File: src/rtl/asram_pkg.sv
`timescale 1ns/1ps
package asram_pkg;

  typedef enum logic [2:0] {
    ST_IDLE,
    ST_READ,
    ST_TURN,
    ST_WLOW,
    ST_WREC
  } ctl_state_e;

  // Whole cycles covering a minimum time, never fewer than one.
  function automatic int unsigned span_cycles(input int unsigned ns, input int unsigned period_ns);
    int unsigned c;
    c = (ns + period_ns - 1) / period_ns;
    return (c == 0) ? 1 : c;
  endfunction

  function automatic int unsigned max2(input int unsigned a, input int unsigned b);
    return (a > b) ? a : b;
  endfunction

endpackage

File: src/rtl/asram_timer.sv
`timescale 1ns/1ps
module asram_timer #(
  parameter int unsigned CW = 3
) (
  input  logic          clk,
  input  logic          rst,
  input  logic          load,
  input  logic [CW-1:0] load_val,
  output logic          last
);

  logic [CW-1:0] cnt_q;

  always_ff @(posedge clk) begin
    if (rst)
      cnt_q <= '0;
    else if (load)
      cnt_q <= load_val;
    else if (cnt_q != '0)
      cnt_q <= cnt_q - 1'b1;
  end

  // High during the final cycle of a loaded interval.
  assign last = (cnt_q == CW'(1));

endmodule

File: src/rtl/asram_seq.sv
`timescale 1ns/1ps
module asram_seq
  import asram_pkg::*;
#(
  parameter int unsigned ADDR_W  = 19,
  parameter int unsigned DATA_W  = 16,
  parameter int unsigned LANES   = 2,
  parameter int unsigned CW      = 3,
  parameter int unsigned RD_CYC  = 3,
  parameter int unsigned WE_CYC  = 2,
  parameter int unsigned REC_CYC = 1,
  parameter int unsigned HZ_CYC  = 1
) (
  input  logic              clk,
  input  logic              rst,
  input  logic              req_valid,
  input  logic              req_write,
  input  logic [ADDR_W-1:0] req_addr,
  input  logic [DATA_W-1:0] req_wdata,
  input  logic [LANES-1:0]  req_mask,
  output logic              req_ready,
  input  logic              tmr_last,
  output logic              tmr_load,
  output logic [CW-1:0]     tmr_val,
  output logic              sample,
  output logic              zero_rd,
  output logic              sel_act,
  output logic              oe_act,
  output logic              we_act,
  output logic [LANES-1:0]  lane_act,
  output logic [ADDR_W-1:0] addr,
  output logic [DATA_W-1:0] dq_out,
  output logic              dq_oe
);

  ctl_state_e        st_q, st_d;
  logic              sel_q, sel_d;
  logic              oe_q, oe_d;
  logic              we_q, we_d;
  logic [LANES-1:0]  lane_q, lane_d;
  logic [ADDR_W-1:0] addr_q, addr_d;
  logic [DATA_W-1:0] dq_q, dq_d;
  logic              dqoe_q, dqoe_d;

  always_comb begin
    st_d     = st_q;
    sel_d    = sel_q;
    oe_d     = oe_q;
    we_d     = we_q;
    lane_d   = lane_q;
    addr_d   = addr_q;
    dq_d     = dq_q;
    dqoe_d   = dqoe_q;
    tmr_load = 1'b0;
    tmr_val  = '0;
    sample   = 1'b0;
    zero_rd  = 1'b0;
    case (st_q)
      ST_IDLE: begin
        if (req_valid) begin
          if (req_mask == '0) begin
            zero_rd = ~req_write;
          end else if (req_write) begin
            st_d     = ST_WLOW;
            tmr_load = 1'b1;
            tmr_val  = CW'(WE_CYC);
            sel_d    = 1'b1;
            we_d     = 1'b1;
            lane_d   = req_mask;
            addr_d   = req_addr;
            dq_d     = req_wdata;
            dqoe_d   = 1'b1;
          end else begin
            st_d     = ST_READ;
            tmr_load = 1'b1;
            tmr_val  = CW'(RD_CYC);
            sel_d    = 1'b1;
            oe_d     = 1'b1;
            lane_d   = req_mask;
            addr_d   = req_addr;
          end
        end
      end
      ST_READ: begin
        if (tmr_last) begin
          sample   = 1'b1;
          st_d     = ST_TURN;
          tmr_load = 1'b1;
          tmr_val  = CW'(HZ_CYC);
          sel_d    = 1'b0;
          oe_d     = 1'b0;
          lane_d   = '0;
        end
      end
      ST_TURN: begin
        if (tmr_last) st_d = ST_IDLE;
      end
      ST_WLOW: begin
        if (tmr_last) begin
          we_d     = 1'b0;
          st_d     = ST_WREC;
          tmr_load = 1'b1;
          tmr_val  = CW'(REC_CYC);
        end
      end
      ST_WREC: begin
        if (tmr_last) begin
          sel_d  = 1'b0;
          lane_d = '0;
          dqoe_d = 1'b0;
          st_d   = ST_IDLE;
        end
      end
      default: st_d = ST_IDLE;
    endcase
  end

  always_ff @(posedge clk) begin
    if (rst) begin
      st_q   <= ST_IDLE;
      sel_q  <= 1'b0;
      oe_q   <= 1'b0;
      we_q   <= 1'b0;
      lane_q <= '0;
      addr_q <= '0;
      dq_q   <= '0;
      dqoe_q <= 1'b0;
    end else begin
      st_q   <= st_d;
      sel_q  <= sel_d;
      oe_q   <= oe_d;
      we_q   <= we_d;
      lane_q <= lane_d;
      addr_q <= addr_d;
      dq_q   <= dq_d;
      dqoe_q <= dqoe_d;
    end
  end

  assign req_ready = (st_q == ST_IDLE);
  assign sel_act   = sel_q;
  assign oe_act    = oe_q;
  assign we_act    = we_q;
  assign lane_act  = lane_q;
  assign addr      = addr_q;
  assign dq_out    = dq_q;
  assign dq_oe     = dqoe_q;

endmodule

File: src/rtl/asram_rdlanes.sv
`timescale 1ns/1ps
module asram_rdlanes #(
  parameter int unsigned DATA_W = 16,
  parameter int unsigned LANES  = 2
) (
  input  logic              clk,
  input  logic              rst,
  input  logic              sample,
  input  logic              zero_rd,
  input  logic [LANES-1:0]  lane_act,
  input  logic [DATA_W-1:0] dq_in,
  output logic              rd_valid,
  output logic [DATA_W-1:0] rd_data
);

  logic vld_q;

  always_ff @(posedge clk) begin
    if (rst) vld_q <= 1'b0;
    else     vld_q <= sample | zero_rd;
  end

  for (genvar i = 0; i < LANES; i++) begin : g_lane
    logic [7:0] byte_q;
    always_ff @(posedge clk) begin
      if (rst)
        byte_q <= 8'h00;
      else if (sample || zero_rd)
        byte_q <= (sample && lane_act[i]) ? dq_in[8*i +: 8] : 8'h00;
    end
    assign rd_data[8*i +: 8] = byte_q;
  end

  assign rd_valid = vld_q;

endmodule

File: src/rtl/sram_timing_ctrl.sv
`timescale 1ns/1ps
module sram_timing_ctrl
  import asram_pkg::*;
#(
  parameter int unsigned ADDR_W        = 19,
  parameter int unsigned DATA_W        = 16,
  parameter int unsigned CLK_PERIOD_NS = 20,
  parameter int unsigned T_RC_NS       = 55,
  parameter int unsigned T_AA_NS       = 55,
  parameter int unsigned T_WC_NS       = 55,
  parameter int unsigned T_PWE_NS      = 35,
  parameter int unsigned T_SCE_NS      = 35,
  parameter int unsigned T_AW_NS       = 35,
  parameter int unsigned T_SD_NS       = 25,
  parameter int unsigned T_HZOE_NS     = 18
) (
  input  logic                  clk,
  input  logic                  rst,
  input  logic                  req_valid,
  output logic                  req_ready,
  input  logic                  req_write,
  input  logic [ADDR_W-1:0]     req_addr,
  input  logic [DATA_W-1:0]     req_wdata,
  input  logic [DATA_W/8-1:0]   req_mask,
  output logic                  rd_valid,
  output logic [DATA_W-1:0]     rd_data,
  output logic                  mem_ce1_n,
  output logic                  mem_ce2,
  output logic                  mem_oe_n,
  output logic                  mem_we_n,
  output logic [DATA_W/8-1:0]   mem_be_n,
  output logic [ADDR_W-1:0]     mem_addr,
  output logic [DATA_W-1:0]     mem_dq_out,
  input  logic [DATA_W-1:0]     mem_dq_in,
  output logic                  mem_dq_oe
);

  localparam int unsigned LANES   = DATA_W / 8;
  localparam int unsigned RD_CYC  = max2(span_cycles(T_RC_NS, CLK_PERIOD_NS),
                                         span_cycles(T_AA_NS, CLK_PERIOD_NS));
  localparam int unsigned WE_CYC  = max2(max2(span_cycles(T_PWE_NS, CLK_PERIOD_NS),
                                              span_cycles(T_SCE_NS, CLK_PERIOD_NS)),
                                         max2(span_cycles(T_AW_NS, CLK_PERIOD_NS),
                                              span_cycles(T_SD_NS, CLK_PERIOD_NS)));
  localparam int unsigned WC_CYC  = span_cycles(T_WC_NS, CLK_PERIOD_NS);
  localparam int unsigned REC_CYC = (WC_CYC > WE_CYC) ? (WC_CYC - WE_CYC) : 1;
  localparam int unsigned HZ_CYC  = span_cycles(T_HZOE_NS, CLK_PERIOD_NS);
  localparam int unsigned MAX_CYC = max2(max2(RD_CYC, WE_CYC), max2(REC_CYC, HZ_CYC));
  localparam int unsigned CW      = $clog2(MAX_CYC + 1);

  logic             tmr_load;
  logic [CW-1:0]    tmr_val;
  logic             tmr_last;
  logic             sample;
  logic             zero_rd;
  logic             sel_act;
  logic             oe_act;
  logic             we_act;
  logic [LANES-1:0] lane_act;

  asram_timer #(.CW(CW)) u_timer (
    .clk      (clk),
    .rst      (rst),
    .load     (tmr_load),
    .load_val (tmr_val),
    .last     (tmr_last)
  );

  asram_seq #(
    .ADDR_W  (ADDR_W),
    .DATA_W  (DATA_W),
    .LANES   (LANES),
    .CW      (CW),
    .RD_CYC  (RD_CYC),
    .WE_CYC  (WE_CYC),
    .REC_CYC (REC_CYC),
    .HZ_CYC  (HZ_CYC)
  ) u_seq (
    .clk       (clk),
    .rst       (rst),
    .req_valid (req_valid),
    .req_write (req_write),
    .req_addr  (req_addr),
    .req_wdata (req_wdata),
    .req_mask  (req_mask),
    .req_ready (req_ready),
    .tmr_last  (tmr_last),
    .tmr_load  (tmr_load),
    .tmr_val   (tmr_val),
    .sample    (sample),
    .zero_rd   (zero_rd),
    .sel_act   (sel_act),
    .oe_act    (oe_act),
    .we_act    (we_act),
    .lane_act  (lane_act),
    .addr      (mem_addr),
    .dq_out    (mem_dq_out),
    .dq_oe     (mem_dq_oe)
  );

  asram_rdlanes #(.DATA_W(DATA_W), .LANES(LANES)) u_lanes (
    .clk      (clk),
    .rst      (rst),
    .sample   (sample),
    .zero_rd  (zero_rd),
    .lane_act (lane_act),
    .dq_in    (mem_dq_in),
    .rd_valid (rd_valid),
    .rd_data  (rd_data)
  );

  // Both selects come from one flop, so they switch together.
  assign mem_ce1_n = ~sel_act;
  assign mem_ce2   = sel_act;
  assign mem_oe_n  = ~oe_act;
  assign mem_we_n  = ~we_act;
  assign mem_be_n  = ~lane_act;

endmodule

File: config.mk
export PLATFORM = sky130hd
export DESIGN_NAME = sram_timing_ctrl
export DESIGN_NICKNAME = d
export VERILOG_FILES = /design/src/rtl/asram_pkg.sv /design/src/rtl/asram_timer.sv /design/src/rtl/asram_seq.sv /design/src/rtl/asram_rdlanes.sv /design/src/rtl/sram_timing_ctrl.sv
export SDC_FILE = /design/constraint.sdc
export NUM_CORES = 1
export LEC_CHECK = 0
export ABC_AREA = 1
export BUFFER_PORTS_ARGS = -buffer_cell sky130_fd_sc_hd__buf_2
export CORE_MARGIN = 4
export CORE_UTILIZATION = 46
export CTS_CLUSTER_SIZE = 40
export DETAILED_ROUTE_END_ITERATION = 12
export GPL_ROUTABILITY_DRIVEN = 0
export MAX_ROUTING_LAYER = met4
export PLACE_DENSITY = 0.76
export RECOVER_POWER = 50
export SLEW_MARGIN = 15
export SYNTH_ARGS = -nofsm -noshare
export SYNTH_HDL_FRONTEND = slang
export SYNTH_SLANG_ARGS = --single-unit
File: constraint.sdc
create_clock -name clk -period 1.7 [get_ports clk]
set_clock_uncertainty 0.1 [all_clocks]
set_input_delay 0.085 -clock clk [delete_from_list [all_inputs] [get_ports clk]]
set_output_delay 0.085 -clock clk [all_outputs]
set_load 0.01 [all_outputs]
==> summary.md, run 1 <==
| Metric | Value |
|---|---|
| Power consumption | 4.68 mW |
| Count of endpoints failing hold in the final timing report | 0 |
| Slew HR | 0.776 |
| Number of warnings printed during yosys synthesis | 0 |
| Result of the run | complete, no violations |
| Setup TNS | 0 ns |
| Detailed-route via count | 2810 |
| Proportion of layout cells with a drive suffix above 1 | 0.177 |
| Antenna diodes | 0 |
| Floorplan row count | 26 |
| Number of synthesized flops with an enable pin | 0 |
| Post-synthesis average cell area | 7.59 sq um |
| Number of violations reported at the end of detailed-routing iteration 0 | 289 |
| Initial core utilization | 0.483 |
| Synth Register Bits | 63 |
| Cell variety after synth | 24 |
| Clock power share | 0.267 |
| Maximum operating frequency | 625 MHz |
| Cell type contributing the most total cell area after synthesis | sky130_fd_sc_hd__dfxtp_1 |
| Critical register-to-register path endpoint | u_lanes.g_lane[0].byte_q[0] |
| Number of placed I/O pins | 117 |
| Gr usage total | 0.242 |
| Count of unresolved DRC violations after routing | 0 |
| Startpoint class of the critical path | flop |
| Final design utilization | 0.729 |
| Clock sink total | 63 |
| Total iterations of the first detailed-routing run | 5 |
| Startpoint of the worst register-to-register path | u_seq.st_q[0] |
| Clock Root Buffer | sky130_fd_sc_hd__clkbuf_8 |
| Fraction of synthesized cell area taken by the top area cell type | 0.502 |
| Clock-pin slew of the registers on the worst-case setup and hold paths | 0.06 ns |
| Number of cells on the worst reg-to-reg path | 6 |
| Startpoint of the most critical hold path | req_write |
| Worst-path fanout max | 9 |
| Number of buffers created by CTS | 9 |
| # Max-Cap Violations | 0 |
| Netlist area before placement | 2510 sq um |
| Hold slack | 0.112 ns |
| Area of the die | 6710 sq um |
| Core region area | 5200 sq um |
| Finish-stage setup viols | 0 |
| RSZ-0062 raised after global routing | yes |
| Most used DFF post-synth | sky130_fd_sc_hd__dfxtp_1 |
| Setup slack, reg-to-reg | 0.1 ns |
| Crit. End Element | flop |
| Via count of the first global-routing pass | 2667 |
| Register area share after synthesis | 0.502 |
| Peak supply drop | 0.745 mV |
| Number of port buffers | 116 |
| Combinational power share | 0.327 |
| Congestion Overflow GR | 0 |
| Post-route antenna net violation count | 0 |
| Data arrival, critical path | 1.76 ns |
| Cells on Worst Hold Path | 3 |
| Pin count of the biggest net entering global routing | 41 |
| Critical path data required time | 1.86 ns |
| HPWL reported at the end of detailed placement | 4620 um |
| Top cells by count, synth | sky130_fd_sc_hd__nor2_1 (87), sky130_fd_sc_hd__dfxtp_1 (63), sky130_fd_sc_hd__nand2_1 (40) |
| Share of synthesized flip-flops with an asynchronous set or reset | 0 |
| Clock latency on the worst-skew pair | 0.33 ns |
| Post-Syn Instances | 331 |
| DR vias/cell | 4.90 |
| Sequential fraction of design power | 0.405 |
| Detailed-route wire length | 7810 um |
| Wire length of the first global-routing pass | 12100 um |
| Layout area overhead | 51.0% |
| Routed wirelength normalized by instance count | 13.6 um |
| Static leakage power | 1.61 nW |
| Internal power | 3.00 mW |
| Fin nets | 560 |
| Postcts setup bufs | 0 |
| Syn Nets | 390 |
| Number of antenna violations at the first check in global routing | 0 |
| CTS H-tree lvls | 3 |
| Min-Delay Endpoint | u_seq.dq_oe |
| Transition time at the pin with the least slew margin | 0.337 ns |
| Final Max Tran Viols | 0 |
| Final period demand of the worst path | 1.60 ns |
| Sw Share | 0.358 |
| Buffer levels on the longest clock path | 2 |
| Synth area leaders | sky130_fd_sc_hd__dfxtp_1 (50%), sky130_fd_sc_hd__nor2_1 (13%), sky130_fd_sc_hd__o21ai_0 (7.0%), sky130_fd_sc_hd__nand2_1 (6.0%), sky130_fd_sc_hd__a21oi_1 (5.6%) |
| Count leader, synth | sky130_fd_sc_hd__nor2_1 |
| Power density relative to cell area | 1230 nW/um^2 |
| Worst hold-check path type | in -> reg |
| Clock tree from TritonCTS | built |
| Horizontal extent of the die | 81.9 um |
| Post-route clock period utilization | 0.941 |
| Worst setup path class | reg -> reg |
| Die Y | 81.9 um |
| Net switching power of the design | 1.68 mW |
power groups by stage:
stage          registers (mW)  logic (mW)  clock network, mW
2_1_floorplan            2.00       0.878                  0
3_3_place_gp             1.91        1.42                  0
3_5_place_dp             1.91        1.44                  0
4_1_cts                  1.89        1.55               1.27
5_1_grt                  1.92        1.72               1.34
6_report                 1.90        1.53               1.25
final cells by class:
type / instances / area [sq um]
multi-input combinational: 233 / 1100
inverter: 20 / 83.8
timing repair buffer: 173 / 1070
timing repair inverter: 1 / 7.51
sequential: 63 / 1260
clock inverter: 4 / 47.5
clock buffer: 10 / 138
fill: 436 / 1410
tap: 70 / 87.6
repair_timing:
item | 4_1_cts | 5_1_grt
hold buffers | 53 | 0
endpoints found under the hold margin | 53 | 0
resized for setup | 1 | 4
endpoints found under the setup margin | 1 | 32
gates cloned | 0 | 1
logic make-up after synthesis:
group                    count (synthesis)  synth area share
buffers and inverters                   35            0.0652
AND/OR/NAND/NOR                        167             0.294
adder cells (fa/ha/maj)                  2           0.00996
flip-flops                              63             0.502
AO/OA/AOI/OAI                           64             0.128
cell usage in the layout (no fill, tap or decap):
master,count
sky130_fd_sc_hd__buf_4,3
sky130_fd_sc_hd__inv_1,15
sky130_fd_sc_hd__nand3_2,1
sky130_fd_sc_hd__inv_2,3
sky130_fd_sc_hd__bufinv_16,1
sky130_fd_sc_hd__clkinv_4,1
sky130_fd_sc_hd__clkinv_2,2
sky130_fd_sc_hd__nor3_1,1
sky130_fd_sc_hd__nor2_1,87
sky130_fd_sc_hd__clkbuf_1,59
sky130_fd_sc_hd__nand3b_1,1
sky130_fd_sc_hd__nor2_8,1
sky130_fd_sc_hd__nand4_1,2
sky130_fd_sc_hd__o21ai_0,35
sky130_fd_sc_hd__dlygate4sd3_1,53
sky130_fd_sc_hd__nor2_4,3
sky130_fd_sc_hd__clkinvlp_4,3
sky130_fd_sc_hd__a21oi_1,28
sky130_fd_sc_hd__buf_2,57
sky130_fd_sc_hd__ha_1,2
sky130_fd_sc_hd__nand2_1,40
sky130_fd_sc_hd__clkbuf_8,10
sky130_fd_sc_hd__buf_6,1
sky130_fd_sc_hd__o21bai_1,1
sky130_fd_sc_hd__nand3_1,28
sky130_fd_sc_hd__dfxtp_1,63
sky130_fd_sc_hd__nand2_4,2
sky130_fd_sc_hd__nand4_4,1
worst max path at each step:
| stage | cells past startpoint | slack [ns] | endpoint | startpoint |
|---|---|---|---|---|
| after floorplan | 7 | 0.33 | u_seq.dq_out[10] | u_seq.st_q[1] |
| after global placement | 7 | 0.04 | u_timer.cnt_q[0] | u_seq.st_q[1] |
| after detailed placement | 7 | 0.02 | u_timer.cnt_q[0] | u_seq.st_q[1] |
| after CTS | 6 | 0.07 | u_seq.addr[5] | u_seq.st_q[1] |
| after global routing | 6 | -0.02 | u_lanes.g_lane[0].byte_q[0] | u_seq.st_q[0] |
| final | 6 | 0.1 | u_lanes.g_lane[0].byte_q[0] | u_seq.st_q[0] |
state kept, by name, indices dropped and copies added, names as in the netlist:
register,flops
u_seq.addr,19
u_seq.dq_oe,1
u_lanes.g_lane.byte_q,16
u_seq.lane_act,2
u_seq.sel_act,1
u_seq.st_q,3
u_seq.we_act,1
u_seq.dq_out,16
u_seq.oe_act,1
u_lanes.rd_valid,1
u_timer.cnt_q,2
metrics by stage:
stage | setup slack [ns] | cells | area (sq um)
floorplan | 0.329 | 331 | 2510
global placement | 0.0425 | 506 | 3130
detailed placement | 0.0178 | 506 | 3130
CTS | 0.0669 | 573 | 3850
global route | -0.0171 | 574 | 3790
finish | 0.0995 | 574 | 3790
per-layer routing:
layer / vias to the layer above / routed length, um / GRT usage
met5: - / 0 / -
met4: 0 / 207 / 0.108
met3: 18 / 401 / 0.0570
met2: 91 / 4140 / 0.402
met1: 1294 / 3060 / 0.276
li1: 1407 / - / -
critical path, stage by stage, from the launching register on:
cell	delay (ns)
sky130_fd_sc_hd__dfxtp_1	0.45
sky130_fd_sc_hd__inv_2	0.07
sky130_fd_sc_hd__nor2_1	0.11
sky130_fd_sc_hd__nand3_2	0.24
sky130_fd_sc_hd__nor2_4	0.27
sky130_fd_sc_hd__nand2_1	0.10
sky130_fd_sc_hd__a21oi_1	0.18
Note: power is estimated with default switching activity, not from simulation.
==> run 2: changes to the inputs <==
clock period = 1.8 ns   (was 1.7 ns; I/O delays follow)
==> run 2 against run 1 <==
  * Largest cell class unchanged
  * Via count down 1.3%
  * Highest routed layer unchanged
  * Critical endpoint is now u_seq.addr[7]
  * Sequential power down 6%
  * Setup slack better by 0.065 ns
==> summary.md, run 2 (synthesized netlist as in run 1, its figures left out) <==
| Metric | Value |
|---|---|
| RSZ-0062 raised after global routing | no |
| Worst-path fanout max | 21 |
| Detailed-route wire length | 7270 um |
| Clock Root Buffer | sky130_fd_sc_hd__clkbuf_8 |
| Finish-stage setup viols | 0 |
| Power density relative to cell area | 1160 nW/um^2 |
| Pin count of the biggest net entering global routing | 39 |
| Post-route antenna net violation count | 0 |
| Final period demand of the worst path | 1.64 ns |
| Crit. End Element | flop |
| Final design utilization | 0.730 |
| Detailed-route via count | 2773 |
| Gr usage total | 0.239 |
| Clock sink total | 63 |
| HPWL reported at the end of detailed placement | 4630 um |
| Number of antenna violations at the first check in global routing | 0 |
| Worst hold-check path type | in -> reg |
| Number of buffers created by CTS | 9 |
| Floorplan row count | 26 |
| Core region area | 5200 sq um |
| Layout area overhead | 51.1% |
| Area of the die | 6710 sq um |
| DR vias/cell | 4.82 |
| Number of port buffers | 116 |
| Fin nets | 562 |
| Wire length of the first global-routing pass | 12000 um |
| Worst setup path class | reg -> reg |
| Antenna diodes | 0 |
| Slew HR | 0.771 |
| Total iterations of the first detailed-routing run | 4 |
| Clock tree from TritonCTS | built |
| CTS H-tree lvls | 3 |
| Max FFs per register | 19 |
| Setup TNS | 0 ns |
| Clock-pin slew of the registers on the worst-case setup and hold paths | 0.06 ns |
| Setup slack, reg-to-reg | 0.16 ns |
| Maximum operating frequency | 611 MHz |
| # Max-Cap Violations | 0 |
| Count of unresolved DRC violations after routing | 0 |
| Proportion of layout cells with a drive suffix above 1 | 0.174 |
| Static leakage power | 1.62 nW |
| Buffer levels on the longest clock path | 2 |
| Die Y | 81.9 um |
| Number of violations reported at the end of detailed-routing iteration 0 | 188 |
| Commonest non-fill, non-tap cell in the layout | sky130_fd_sc_hd__nor2_1 |
| Horizontal extent of the die | 81.9 um |
| Initial core utilization | 0.483 |
| Result of the run | complete, no violations |
| Postcts setup bufs | 0 |
| Startpoint class of the critical path | flop |
| Final Max Tran Viols | 0 |
| Congestion Overflow GR | 0 |
| Most frequent cells in the layout | sky130_fd_sc_hd__nor2_1 (87), sky130_fd_sc_hd__dfxtp_1 (63), sky130_fd_sc_hd__clkbuf_1 (60) |
| Transition time at the pin with the least slew margin | 0.343 ns |
| Count of endpoints failing hold in the final timing report | 0 |
| Number of placed I/O pins | 117 |
| Via count of the first global-routing pass | 2685 |
| Post-route clock period utilization | 0.909 |
| Data arrival, critical path | 1.75 ns |
| Clock latency on the worst-skew pair | 0.32 ns |
| Routed wirelength normalized by instance count | 12.6 um |
| Hold slack | 0.119 ns |
| Peak supply drop | 0.684 mV |
| Critical path data required time | 1.91 ns |
-- run 2: cell count changes in the layout (fill, tap and decap cells not counted) --
cell,before,now
sky130_fd_sc_hd__nor2_4,3,1
sky130_fd_sc_hd__dlygate4sd3_1,53,54
sky130_fd_sc_hd__clkbuf_1,59,60
sky130_fd_sc_hd__clkinvlp_4,3,1
sky130_fd_sc_hd__clkinv_2,2,0
sky130_fd_sc_hd__clkbuf_8,10,11
sky130_fd_sc_hd__nor2_2,0,2
sky130_fd_sc_hd__buf_6,1,0
sky130_fd_sc_hd__buf_4,3,6
-- run 2: worst paths after layout --
check | cells after the start | from | endpoint
worst max register to register | 6 | u_seq.st_q[1] | u_seq.addr[7]
worst min-delay path | 3 | req_write | u_seq.dq_oe
worst max-delay path | 6 | u_seq.st_q[1] | u_seq.addr[7]
worst min register to register | 2 | u_seq.lane_act[1] | u_seq.lane_act[1]
-- run 2: worst max-delay path, stage by stage (launching register included) --
cell and delay, ns:
sky130_fd_sc_hd__dfxtp_1 0.37, sky130_fd_sc_hd__nor2_4 0.18, sky130_fd_sc_hd__nand2_4 0.11, sky130_fd_sc_hd__nor2_8 0.16
sky130_fd_sc_hd__clkinvlp_4 0.32, sky130_fd_sc_hd__nor2_1 0.20, sky130_fd_sc_hd__nor2_1 0.07
-- run 2: stage by stage --
step | area [sq um] | instances | total power, mW | setup slack (ns)
final | 3800 | 575 | 4.40 | 0.164
after global routing | 3800 | 575 | 4.71 | 0.00634
after CTS | 3870 | 575 | 4.46 | 0.0740
after detailed placement | 3140 | 508 | 3.18 | 0.0991
after global placement | 3140 | 508 | 3.15 | 0.132
after floorplan | 2510 | 331 | 2.72 | 0.429
-- run 2: layout make-up --
cell class                 instances  area [sq um]
multi-input combinational        233          1090
timing repair buffer             176          1090
sequential                        63          1260
fill                             447          1410
clock inverter                     1          30.0
inverter                          20          83.8
clock buffer                      12           155
tap                               70          87.6
-- run 2: where the power goes --
part / internal (mW) / leakage [nW] / switching, mW
clock: 0.693 / 0.0944 / 0.493
combinational: 0.542 / 1.01 / 0.880
sequential: 1.65 / 0.515 / 0.145
total: 2.88 / 1.62 / 1.52
-- run 2: timing repair --
| item | CTS | global route |
|---|---|---|
| hold endpoints to repair | 55 | 0 |
| hold buffers | 54 | 0 |
| endpoints found under the setup margin | 0 | 1 |
| resized for setup | 0 | 1 |
-- run 2: routing by layer --
metal | global-route usage | wire, um | vias up | share of wire
met4 | 0.0980 | 175 | 0 | 0.024
li1 | - | - | 1414 | -
met5 | - | 0 | - | 0
met1 | 0.278 | 2940 | 1267 | 0.40
met2 | 0.396 | 3760 | 77 | 0.52
met3 | 0.0559 | 397 | 15 | 0.055
==> run 3: changes to the inputs <==
PLACE_DENSITY = 0.88   (was 0.76)
==> run 3 against run 2 <==
  * Clock power about the same
  * Register-to-register slack got worse by 0.096 ns
  * Count of clock-buffer cells in the layout is the same
  * Global-route usage rose by 2.6 points
  * Combinational power up 3%
  * Die area is the same
  * Non-clock buffer count fell by 3
  * Final cell count up 0.35%
  * Highest routed layer unchanged
==> summary.md, run 3 (synthesized netlist as in run 1, its figures left out) <==
| Metric | Value |
|---|---|
| Result of the run | complete, no violations |
| Postcts setup bufs | 0 |
| Fillcell total | 404 |
| Congestion Overflow GR | 0 |
| Routed wirelength normalized by instance count | 14.9 um |
| Peak supply drop | 0.744 mV |
| Multi-input gate area | 1100 sq um |
| Number of port buffers | 116 |
| Clock power share | 0.265 |
| Crit. End Element | flop |
| Transition time at the pin with the least slew margin | 0.347 ns |
| Number of placed I/O pins | 117 |
| Die Y | 81.9 um |
| Detailed-route wire length | 8580 um |
| GR peak layer | met2 |
| Internal power | 2.85 mW |
| CTS H-tree lvls | 3 |
| GR Util met2 | 0.475 |
| Final period demand of the worst path | 1.73 ns |
| Global routing usage on met1 | 0.278 |
| Max stage delay cell, worst path | sky130_fd_sc_hd__dfxtp_1 |
| Clock tree from TritonCTS | built |
| Buffer levels on the longest clock path | 2 |
| Maximum operating frequency | 577 MHz |
| Layout area overhead | 51.1% |
| Minimum setup slack after placement | 0.0901 ns |
| Register area | 1260 sq um |
| Finish-stage setup viols | 0 |
| Combined buffer and inverter count along the critical path | 1 |
| Gr usage total | 0.265 |
| CP delay by family, top | simple AND/OR/NAND/NOR gates |
| Count of unresolved DRC violations after routing | 0 |
| Post-route antenna net violation count | 0 |
| Pin count of the biggest net entering global routing | 41 |
| Power consumption | 4.45 mW |
| Worst-path fanout max | 9 |
| Clock-pin slew of the registers on the worst-case setup and hold paths | 0.07 ns |
| Slew HR | 0.768 |
| Met3 track demand over resource in global routing | 0.0406 |
| Max FFs per register | 19 |
| Sequential fraction of design power | 0.405 |
| Worst Setup Slack, final | 0.0681 ns |
| HPWL reported at the end of detailed placement | 4850 um |
| DR vias/cell | 5.23 |
| Static leakage power | 1.61 nW |
| Power density relative to cell area | 1170 nW/um^2 |
| Worst setup path class | reg -> reg |
| Wire length of the first global-routing pass | 13200 um |
| Sw Share | 0.360 |
| Data arrival, critical path | 1.87 ns |
| Number of buffers created by CTS | 9 |
| Clock latency on the worst-skew pair | 0.32 ns |
| Critical path data required time | 1.94 ns |
| Proportion of layout cells with a drive suffix above 1 | 0.176 |
| Horizontal extent of the die | 81.9 um |
| Initial core utilization | 0.483 |
| Clock sink total | 63 |
| Startpoint class of the critical path | flop |
| Final design utilization | 0.730 |
| Net switching power of the design | 1.60 mW |
| Largest stage delay on the critical path | 0.47 ns |
| Commonest non-fill, non-tap cell in the layout | sky130_fd_sc_hd__nor2_1 |
| Worst hold-check path type | in -> reg |
| Most frequent cells in the layout | sky130_fd_sc_hd__nor2_1 (87), sky130_fd_sc_hd__dfxtp_1 (63), sky130_fd_sc_hd__clkbuf_1 (61) |
| Post-route clock period utilization | 0.962 |
| Clock Root Buffer | sky130_fd_sc_hd__clkbuf_8 |
| Via count of the first global-routing pass | 2853 |
| # Max-Cap Violations | 0 |
| Detailed-route via count | 3015 |
| Total iterations of the first detailed-routing run | 7 |
| Final Max Tran Viols | 0 |
| Floorplan row count | 26 |
| Number of violations reported at the end of detailed-routing iteration 0 | 352 |
| CP cell instances | inv_2 > nor2_1 > nand3_2 > nor2_4 > nand2_1 > a21oi_1 |
| Hold slack | 0.125 ns |
| Count of endpoints failing hold in the final timing report | 0 |
| Combinational power share | 0.329 |
| Core region area | 5200 sq um |
| Number of antenna violations at the first check in global routing | 1 |
| Fin nets | 560 |
| Area of the die | 6710 sq um |
run 3: cell count changes in the layout (fill, tap and decap cells not counted), moves of 2 or more:
cell and change:
sky130_fd_sc_hd__nor2_2 -2, sky130_fd_sc_hd__nor2_4 +2, sky130_fd_sc_hd__clkinv_2 +3, sky130_fd_sc_hd__buf_4 -2
run 3: path summary, 6_finish.rpt:
kind         slack [ns]     startpoint                           to  depth (start not counted)
min                0.12      req_write                  u_seq.dq_oe                          3
max reg2reg        0.07  u_seq.st_q[0]  u_lanes.g_lane[0].byte_q[7]                          6
max                0.07  u_seq.st_q[0]  u_lanes.g_lane[0].byte_q[7]                          6
min reg2reg        0.36   u_seq.we_act                 u_seq.we_act                          2
run 3: layout make-up:
cell class | count | area share
Tap cell | 70 | 0.0231
Clock buffer | 12 | 0.0382
Antenna cell | 1 | 0.000659
Timing Repair Buffer | 173 | 0.281
Clock inverter | 4 | 0.0119
Sequential cell | 63 | 0.332
Inverter | 20 | 0.0221
Timing Repair inverter | 1 | 0.00198
Multi-Input combinational cell | 233 | 0.289
run 3: tightest hold or removal path, delay by kind of cell:
family          cells  cell delay, ns
buf+inv             1            0.12
simple gates        1            0.19
compound gates      1            0.09
run 3: power by group through the flow:
| stage | sequential, mW | clock [mW] | combinational [mW] |
|---|---|---|---|
| after floorplan | 1.89 | 0 | 0.829 |
| after global placement | 1.80 | 0 | 1.32 |
| after detailed placement | 1.81 | 0 | 1.36 |
| after CTS | 1.79 | 1.20 | 1.46 |
| after global routing | 1.83 | 1.27 | 1.63 |
| final | 1.80 | 1.18 | 1.46 |
run 3: timing repair:
item,in CTS,in global routing
setup endpoints to repair,0,14
hold buffers,53,0
resized for setup,0,4
endpoints found under the hold margin,53,0
run 3: metal layers:
| metal | up-vias | routed length (um) |
|---|---|---|
| met4 | 0 | 391 |
| met2 | 168 | 4590 |
| met1 | 1386 | 3150 |
| met3 | 46 | 451 |
| li1 | 1415 | - |
| met5 | - | 0 |
run 3: metrics by stage:
step	cell area (sq um)	TNS [ns]	instances
3_3_place_gp	3130	0	506
3_5_place_dp	3130	0	506
2_1_floorplan	2510	0	331
6_report	3800	0	577
4_1_cts	3850	0	575
5_1_grt	3800	-0.0212	577
